File: config.mk
export PLATFORM = sky130hd
export DESIGN_NAME = tle_tx_encoder
export DESIGN_NICKNAME = d
export VERILOG_FILES = /design/src/rtl/tle_pkg.sv /design/src/rtl/tle_rail_detect.sv /design/src/rtl/tle_sub_pipe.sv /design/src/rtl/tle_polarity.sv /design/src/rtl/tle_tx_encoder.sv
export SDC_FILE = /design/constraint.sdc
export NUM_CORES = 1
export LEC_CHECK = 0
export BUFFER_PORTS_ARGS = -buffer_cell sky130_fd_sc_hd__buf_4
export CAP_MARGIN = 20
export CORE_MARGIN = 10
export CORE_UTILIZATION = 58
export CTS_CLUSTER_DIAMETER = 60
export DETAILED_ROUTE_END_ITERATION = 7
export PLACE_DENSITY = 0.83
export SYNTH_ARGS = -nofsm -noshare
export SYNTH_HDL_FRONTEND = slang
export SYNTH_HIERARCHICAL = 1
export SYNTH_SLANG_ARGS = --single-unit
File: constraint.sdc
create_clock -name clk -period 2 [get_ports clk]
set_input_delay 0.5 -clock clk [delete_from_list [all_inputs] [get_ports clk]]
set_output_delay 0.5 -clock clk [all_outputs]
set_load 0.02 [all_outputs]
File: src/rtl/tle_pkg.sv
package tle_pkg;
  localparam int B8ZS_RUN = 8;
  localparam int HDB3_RUN = 4;

  typedef enum logic [2:0] {
    SYM_IDLE  = 3'd0,
    SYM_SPACE = 3'd1,
    SYM_MARK  = 3'd2,
    SYM_VIOL  = 3'd3,
    SYM_BIP   = 3'd4,
    SYM_BCOND = 3'd5,
    SYM_FILL  = 3'd6
  } sym_e;
endpackage

File: src/rtl/tle_rail_detect.sv
module tle_rail_detect #(
  parameter int SR_HOLD = 16
) (
  input  logic clk,
  input  logic rst_n,
  input  logic tdn_i,
  output logic sr1_o
);
  localparam int CW = $clog2(SR_HOLD + 2);
  localparam logic [CW-1:0] LIMIT = CW'(SR_HOLD + 1);

  logic [CW-1:0] high_cnt_q;

  always_ff @(posedge clk or negedge rst_n) begin
    if (!rst_n)                high_cnt_q <= '0;
    else if (!tdn_i)           high_cnt_q <= '0;
    else if (high_cnt_q != LIMIT) high_cnt_q <= high_cnt_q + 1'b1;
  end

  assign sr1_o = (high_cnt_q == LIMIT);

  AST_SR1_NEEDS_HIGH: assert property (@(posedge clk) disable iff (!rst_n)
    $rose(sr1_o) |-> $past(tdn_i));
  AST_SR1_LOW_CLEARS: assert property (@(posedge clk) disable iff (!rst_n)
    !tdn_i |=> !sr1_o);
endmodule

File: src/rtl/tle_sub_pipe.sv
module tle_sub_pipe
  import tle_pkg::*;
(
  input  logic clk,
  input  logic rst_n,
  input  logic data_i,
  input  logic bpv_i,
  input  logic sub_en_i,
  input  logic rate_t1_i,
  output sym_e tap_o
);
  localparam int DEPTH = B8ZS_RUN;

  sym_e pipe_q [DEPTH];
  sym_e pipe_d [DEPTH];
  sym_e entry;
  logic run_t1, run_e1;

  always_comb begin
    entry = bpv_i ? SYM_VIOL : (data_i ? SYM_MARK : SYM_SPACE);
    // a run qualifies only if every slot is an untouched zero
    run_t1 = (entry == SYM_SPACE);
    for (int k = 0; k < B8ZS_RUN - 1; k++)
      if (pipe_q[k] != SYM_SPACE) run_t1 = 1'b0;
    run_e1 = (entry == SYM_SPACE);
    for (int k = 0; k < HDB3_RUN - 1; k++)
      if (pipe_q[k] != SYM_SPACE) run_e1 = 1'b0;

    pipe_d[0] = entry;
    for (int k = 1; k < DEPTH; k++) pipe_d[k] = pipe_q[k-1];

    // highest index is the oldest slot of the run
    if (sub_en_i && rate_t1_i && run_t1) begin
      pipe_d[7] = SYM_FILL;
      pipe_d[6] = SYM_FILL;
      pipe_d[5] = SYM_FILL;
      pipe_d[4] = SYM_VIOL;
      pipe_d[3] = SYM_BIP;
      pipe_d[2] = SYM_FILL;
      pipe_d[1] = SYM_VIOL;
      pipe_d[0] = SYM_BIP;
    end else if (sub_en_i && !rate_t1_i && run_e1) begin
      pipe_d[3] = SYM_BCOND;
      pipe_d[2] = SYM_FILL;
      pipe_d[1] = SYM_FILL;
      pipe_d[0] = SYM_VIOL;
    end
  end

  for (genvar g = 0; g < DEPTH; g++) begin : g_stage
    always_ff @(posedge clk or negedge rst_n) begin
      if (!rst_n) pipe_q[g] <= SYM_IDLE;
      else        pipe_q[g] <= pipe_d[g];
    end
  end

  assign tap_o = rate_t1_i ? pipe_q[B8ZS_RUN-1] : pipe_q[HDB3_RUN-1];
endmodule

File: src/rtl/tle_polarity.sv
module tle_polarity
  import tle_pkg::*;
(
  input  logic clk,
  input  logic rst_n,
  input  sym_e sym_i,
  input  logic sub_en_i,
  input  logic rate_t1_i,
  output logic pulse_pos_o,
  output logic pulse_neg_o
);
  logic       last_pos_q;
  logic       odd_q;
  logic       fire;
  logic       pol;
  logic [3:0] gap_q;

  always_comb begin
    fire = 1'b0;
    pol  = !last_pos_q;
    case (sym_i)
      SYM_MARK, SYM_BIP: fire = 1'b1;
      SYM_VIOL: begin
        fire = 1'b1;
        pol  = last_pos_q;
      end
      SYM_BCOND: fire = !odd_q;
      default:   fire = 1'b0;
    endcase
  end

  assign pulse_pos_o = fire & pol;
  assign pulse_neg_o = fire & !pol;

  always_ff @(posedge clk or negedge rst_n) begin
    if (!rst_n) begin
      last_pos_q <= 1'b0;
      odd_q      <= 1'b0;
    end else begin
      if (fire) last_pos_q <= pol;
      case (sym_i)
        SYM_MARK, SYM_BIP: odd_q <= !odd_q;
        SYM_VIOL:          odd_q <= 1'b0;
        SYM_BCOND:         if (!odd_q) odd_q <= 1'b1;
        default:           odd_q <= odd_q;
      endcase
    end
  end

  // consecutive pulse-free symbols, used only by the checks below
  always_ff @(posedge clk or negedge rst_n) begin
    if (!rst_n)                    gap_q <= '0;
    else if (fire || sym_i == SYM_IDLE) gap_q <= '0;
    else if (gap_q != 4'hF)        gap_q <= gap_q + 1'b1;
  end

  AST_B8ZS_GAP: assert property (@(posedge clk) disable iff (!rst_n)
    (sub_en_i && rate_t1_i) |-> (gap_q < 4'(B8ZS_RUN)));
  AST_HDB3_GAP: assert property (@(posedge clk) disable iff (!rst_n)
    (sub_en_i && !rate_t1_i) |-> (gap_q < 4'(HDB3_RUN)));
endmodule

File: src/rtl/tle_tx_encoder.sv
module tle_tx_encoder
  import tle_pkg::*;
#(
  parameter int SR_HOLD = 16
) (
  input  logic clk,
  input  logic rst_n,
  input  logic td_pos_i,
  input  logic td_neg_i,
  input  logic bpv_i,
  input  logic code_sub_i,
  input  logic rate_t1_i,
  input  logic cfg_single_i,
  input  logic cfg_crs_i,
  output logic line_pos_o,
  output logic line_neg_o
);
  logic sr1_w;
  logic cfg_mode_w;
  logic single_w;
  logic bpv_eff_w;
  logic enc_pos_w, enc_neg_w;
  sym_e tap_w;

  assign cfg_mode_w = cfg_single_i & cfg_crs_i;
  assign single_w   = sr1_w | cfg_mode_w;
  assign bpv_eff_w  = bpv_i & cfg_mode_w & !code_sub_i;

  tle_rail_detect #(.SR_HOLD(SR_HOLD)) u_detect (
    .clk   (clk),
    .rst_n (rst_n),
    .tdn_i (td_neg_i),
    .sr1_o (sr1_w)
  );

  tle_sub_pipe u_pipe (
    .clk       (clk),
    .rst_n     (rst_n),
    .data_i    (td_pos_i),
    .bpv_i     (bpv_eff_w),
    .sub_en_i  (code_sub_i),
    .rate_t1_i (rate_t1_i),
    .tap_o     (tap_w)
  );

  tle_polarity u_pol (
    .clk         (clk),
    .rst_n       (rst_n),
    .sym_i       (tap_w),
    .sub_en_i    (code_sub_i),
    .rate_t1_i   (rate_t1_i),
    .pulse_pos_o (enc_pos_w),
    .pulse_neg_o (enc_neg_w)
  );

  always_ff @(posedge clk or negedge rst_n) begin
    if (!rst_n) begin
      line_pos_o <= 1'b0;
      line_neg_o <= 1'b0;
    end else if (single_w) begin
      line_pos_o <= enc_pos_w;
      line_neg_o <= enc_neg_w;
    end else begin
      line_pos_o <= td_pos_i;
      line_neg_o <= td_neg_i;
    end
  end

  AST_RAILS_EXCLUSIVE: assert property (@(posedge clk) disable iff (!rst_n)
    $past(single_w) |-> !(line_pos_o && line_neg_o));
  AST_RESET_QUIET: assert property (@(posedge clk)
    !rst_n |-> (!line_pos_o && !line_neg_o));
endmodule

==> impl_metrics.toml, run 1 <==
[grt]
grt_max_degree = 34
antenna_found_initial = 0
grt_pass1_vias = 943
track_usage_pct = 11.4
grt_overflow_total = 0
grt_pass1_wl_um = 4520

[placed_design]
dpl_cell_area_um2 = 1600
dp_hpwl_um = 1970
place_congestion = 0.815
pre_cts_ws_ps = 235
numPortBuffers = 10

[timing]
min_period_ps = 1530
drv_slew = 0
slew_headroom_pct = 69.1
skew_ps = 9.51
hold_viol_final = 0
holdWs_ps = 89.4
final-setup-viol-count = 0
fmax_mhz = 652
rsz0062_at_grt = "false"
layout_setup_ws_ps = 466
setup_tns_ps = 0
worst_pin_slew_ps = 462
post-route-period-util_pct = 76.7

[yosys]
synthTopCellsByArea = "dfrtp_1 55%, o21bai_2 5.2%, mux2_2 3.7%"
synth_top_family_by_area = "compound AO/OA/AOI/OAI gates"
netlist_area_um2 = 1510
synth_compound_area_share_pct = 16.1
ys_seq_area_share_pct = 54.6
postSynthCellCount = 118
ys_seq_elements = 33
synthAdderAreaFrac_pct = 1.66
yosys.area_share.simple_pct = 15.3
synth_top_area_cell = "dfrtp_1"
yosys.area_share.xor_xnor_pct = 1.74
synth_mux_area_share_pct = 6.37
yosysWarnings = 6
synth_cell_types = 38
synth_top_area_share_pct = 54.6
synth.avg_cell_area_um2 = 12.8
syn_nets = 129

[cells_and_area]
nFillCells = 182
drive_gt1_share_pct = 28.8
nets = 142
layout_commonest_cell = "dfrtp_1"
final_cell_area_um2 = 1650
syn_to_final_growth_pct = 9.27
antenna-diode-count = 0
mostFrequentLayoutCells = "33 x dfrtp_1, 14 x buf_4, 8 x nand2b_1"

[worst_setup_path]
start_kind = "flop"
crit_required_ps = 2220
cp_num_buf_inv = 0
crit_family = "flip-flops"
max_stage_delay_ps = 440
crit_start = "u_detect/high_cnt_q[0]$_DFFE_PN0P_"
arrival_ps = 1760
cp-end-kind = "flop"
critPathMaxFanout = 5
regToRegStartpoint = "u_detect/high_cnt_q[0]$_DFFE_PN0P_"
cp_cell_sequence = "ha_1 > and4bb_1 > a21oi_2 > mux2_2"
crit_slowest_cell = "dfrtp_1"
critPathKind = "flop to flop"

[clock_tree]
cts.reportedPaths.clkPinSlew_ps = 100
hold_buffers = 0
cts_resized = 0
cts-root-buf = "clkbuf_4"
cts_tree = "built"
htree_levels = 2
cts_buffer_depth = 2
clkSinkCount = 33
cts_setup_buffers = 0
clock_latency_ps = 330
cts_buffers = 5

[floorplan]
dieArea_um2 = 5050
core_area_um2 = 2480
die_h_um = 71.1
die_width_um = 71.1
ios = 11
start_util_pct = 61.0
fp-row-count = 18

[route]
wire_per_inst_um = 16.4
drtIter0Drc = 96
dr.pass1.iters = 4
drcViolationCount = 0
antenna_left = 0
routed_wirelength_um = 2650
vias = 905
via_per_inst = 5.59

[power]
power.clock.fraction_pct = 26.7
p_switching_uw = 340
ir_worst_vdd_mv = 0.616
power.density_nw_per_um2 = 780
p_leak_uw = 0.000737
fin_total_pwr_uw = 1290
internal-power_uw = 948
p_seq_share_pct = 59.4
switching_share_pct = 26.4
p_comb_share_pct = 14.0

[hold_path]
hold_class = "primary input to async pin"

[run_status]
status = "finished clean"

[run]
maxCapViolations = 0
==> power by group through the flow <==
stage | Clock [uW] | Combinational (uW) | Sequential [uW]
floorplan | 0 | 116 | 772
CTS | 356 | 181 | 765
detailed placement | 0 | 180 | 778
global route | 389 | 202 | 771
finish | 343 | 180 | 765
global placement | 0 | 170 | 773
==> sequential cells by signal (all words and copies together) (netlist names) <==
name / cells
u_pol/last_pos_q: 1
u_detect/high_cnt_q: 5
u_pipe/pipe_q: 24
line_pos_o: 1
u_pol/odd_q: 1
line_neg_o: 1
==> cell type report <==
type | instances | area, um^2 | area share [%]
multi-input cells | 74 | 623 | 37.7
repair buffers | 14 | 105 | 6.36
inverters | 3 | 11.3 | 0.682
well taps | 30 | 37.5 | 2.27
clock buffers | 8 | 48.8 | 2.95
flip-flops and latches | 33 | 826 | 50.0
==> metal layers <==
metal	wire (um)	vias up	global-route usage, %
met1	1150	436	13.3
met2	1280	22	17.0
met5	0	-	0
met3	166	6	5.30
met4	47	0	6.02
li1	-	441	-
==> synthesized netlist by cell type (all sizes together) <==
master / n
nor4bb: 1
a22oi: 1
nor4b: 2
xnor2: 2
and4bb: 2
nor2b: 3
a211oi: 1
and4b: 1
mux2: 5
o21a: 6
nor3b: 2
o32ai: 1
a21oi: 2
nand2b: 8
clkbuf: 3
nand3: 2
buf: 5
nor2: 3
a41oi: 1
inv: 3
mux2i: 4
dfrtp: 33
ha: 2
o21bai: 12
nand2: 6
a2bb2oi: 1
nand4: 2
xor2: 1
o21ai: 3
==> kinds of logic after synthesis <==
family	Yosys count
AND/OR/NAND/NOR	32
flip-flops	33
adder cells (fa/ha/maj)	2
XOR/XNOR	3
AO/OA/AOI/OAI	28
multiplexers	9
buffers and inverters	11
==> stage by stage <==
| stage | cells | util [%] |
|---|---|---|
| 2_1_floorplan | 118 | - |
| 3_3_place_gp | 154 | 64.7 |
| 3_5_place_dp | 154 | 64.7 |
| 4_1_cts | 162 | 66.7 |
| 5_1_grt | 162 | 66.7 |
| 6_report | 162 | 66.7 |
==> path summary, 6_finish.rpt <==
kind / to / cells after the start / slack [ps]
setup / recovery: line_pos_o$_DFF_PN0_ / 4 / 470
hold / removal: line_neg_o$_DFF_PN0_ / 1 / 90
setup reg to reg: line_pos_o$_DFF_PN0_ / 4 / 470
hold reg to reg: u_pipe/pipe_q[13]$_DFF_PN0_ / 0 / 390
max in group asynchronous: u_pipe/pipe_q[20]$_DFF_PN0_ / 1 / 1610
min in group clk: u_pipe/pipe_q[21]$_DFF_PN0_ / 2 / 350
No activity file was read; power rests on OpenSTA's default activity.
==> run 2, diff against run 1 <==
==> constraint.sdc (replaced) <==
create_clock -name clk -period 1.55 [get_ports clk]
set_input_delay 0.3875 -clock clk [delete_from_list [all_inputs] [get_ports clk]]
set_output_delay 0.3875 -clock clk [all_outputs]
set_load 0.02 [all_outputs]
==> run 2 against run 1 <==
Die area is the same. Global-route usage grew 0.76 points. Cell area grew 3.6%. Combinational power grew 31%. Sequential share of layout area shrank 1.7 points. Non-clock buffer count grew 2. Critical path depth is the same. Clock skew grew 7.7 ps. Critical path type unchanged. Largest cell class unchanged.
==> impl_metrics.toml, run 2 (synthesized netlist as in run 1, its figures left out) <==
[route]
antenna_left = 0
wire_per_inst_um = 16.6
dr.pass1.iters = 4
drcViolationCount = 0
routed_wirelength_um = 2730
drtIter0Drc = 51
via_per_inst = 5.77
vias = 947

[run]
maxCapViolations = 0

[clock_tree]
cts_setup_buffers = 0
cts_tree = "built"
cts_buffer_depth = 2
cts-root-buf = "clkbuf_4"
htree_levels = 2
cts.reportedPaths.clkPinSlew_ps = 110
clkSinkCount = 33
cts_buffers = 5
clock_latency_ps = 330

[power]
p_leak_uw = 0.000768
ir_worst_vdd_mv = 1.21
power.clock.fraction_pct = 35.3
p_switching_uw = 459
switching_share_pct = 24.3
p_seq_share_pct = 52.2
power.density_nw_per_um2 = 1110
internal-power_uw = 1430
p_comb_share_pct = 12.5

[cells_and_area]
finalNonFillerCells = 164
antenna-diode-count = 0
nets = 144
mostFrequentLayoutCells = "33 x dfrtp_1, 15 x buf_4, 8 x nand2b_1"
nFillCells = 192
regMostFlops = "u_pipe/pipe_q"
syn_to_final_growth_pct = 13.2
reg_top3 = "u_pipe/pipe_q x24, u_detect/high_cnt_q x5"
drive_gt1_share_pct = 31.3
largest_reg_flops = 24
final_cell_area_um2 = 1710
layout_commonest_cell = "dfrtp_1"

[floorplan]
ios = 11
start_util_pct = 61.0
die_h_um = 71.1
dieArea_um2 = 5050
die_width_um = 71.1
core_area_um2 = 2480
fp-row-count = 18

[run_status]
status = "finished clean"

[timing]
layout_setup_ws_ps = 102
post-route-period-util_pct = 93.4
rsz0062_at_grt = "false"
worst_pin_slew_ps = 401
final-setup-viol-count = 0
hold_viol_final = 0
setup_tns_ps = 0
slew_headroom_pct = 73.2
drv_slew = 0
fmax_mhz = 691
min_period_ps = 1450
holdWs_ps = 245
skew_ps = 17.2

[placed_design]
numPortBuffers = 10
pre_cts_ws_ps = -11.3
dpl.cell_count = 155
place_congestion = 0.932
dpl_cell_area_um2 = 1610
dp_hpwl_um = 1970

[worst_setup_path]
cp_cell_sequence = "ha_1 > and4bb_1 > a21oi_2 > mux2_2"
cp-end-kind = "flop"
crit_required_ps = 1780
start_kind = "flop"
r2r_cells = 4
critPathMaxFanout = 5
critPathKind = "flop to flop"
crit_slowest_cell = "dfrtp_1"
max_stage_delay_ps = 430
arrival_ps = 1680

[hold_path]
hold_depth = 2
hold_class = "primary input to flop"

[grt]
antenna_found_initial = 0
grt_pass1_vias = 1005
grt_overflow_total = 0
grt_pass1_wl_um = 4810
track_usage_pct = 12.2
grt_max_degree = 34
## run 2: cell count changes in the layout (fill, tap and decap cells not counted)
cell           before  now
clkbuf_1            3    1
bufinv_16           0    1
nor3b_1             1    0
nor3b_2             1    2
buf_4              14   15
clkbuf_8            0    1
dlygate4sd3_1       0    1
## run 2: area by class of cell
| type | instances | area (um^2) | share of cell area (%) |
|---|---|---|---|
| multi-input combinational | 74 | 628 | 36.7 |
| tap | 30 | 37.5 | 2.19 |
| clock inverter | 1 | 30.0 | 1.76 |
| sequential | 33 | 826 | 48.3 |
| clock buffer | 7 | 55.1 | 3.22 |
| timing repair buffer | 16 | 123 | 7.17 |
| inverter | 3 | 11.3 | 0.658 |
## run 2: path summary, 6_finish.rpt
| path | startpoint | end | slack, ps |
|---|---|---|---|
| max | u_detect/high_cnt_q[0]$_DFFE_PN0P_ | line_pos_o$_DFF_PN0_ | 100 |
| max reg2reg | u_detect/high_cnt_q[0]$_DFFE_PN0P_ | line_pos_o$_DFF_PN0_ | 100 |
| max in group asynchronous | rst_n | u_detect/high_cnt_q[0]$_DFFE_PN0P_ | 720 |
| min reg2reg | u_pipe/pipe_q[16]$_DFF_PN0_ | u_pipe/pipe_q[13]$_DFF_PN0_ | 390 |
| min | td_pos_i | u_pipe/pipe_q[21]$_DFF_PN0_ | 240 |
| min in group asynchronous | rst_n | u_pol/odd_q$_DFFE_PN0P_ | 520 |
## run 2: power groups by stage
stage | logic [uW] | registers [uW] | clock network (uW)
2_1_floorplan | 149 | 996 | 0
3_3_place_gp | 222 | 999 | 0
3_5_place_dp | 232 | 1000 | 0
4_1_cts | 238 | 987 | 682
5_1_grt | 267 | 999 | 720
6_report | 235 | 987 | 668
## run 2: timing repair
action,4_1_cts,5_1_grt
gates resized for setup,0,1
hold endpoints to repair,33,0
hold buffers,1,0
endpoints found under the setup margin,0,3
## run 2: per-layer routing
metal  global-route usage (%)  wire length (um)  vias up
met5                        0                 0        -
met4                     6.02                64        0
met3                     5.02               106        7
met2                     20.0              1380       18
met1                     13.2              1180      479
li1                         -                 -      443
## run 2: critical path, delay by kind of cell, from the launching register on
family	cells	cell delay, ps
adders and majority gates	1	210
and+or+nand+nor	1	220
AOI/OAI and AO/OA	1	150
DFF	1	430
muxes	1	350
## run 2: stage by stage
stage               util [%]  power, uW
finish                  69.0       1890
global route            69.0       1990
CTS                     68.8       1910
detailed placement      65.0       1240
global placement        65.0       1220
floorplan                  -       1150
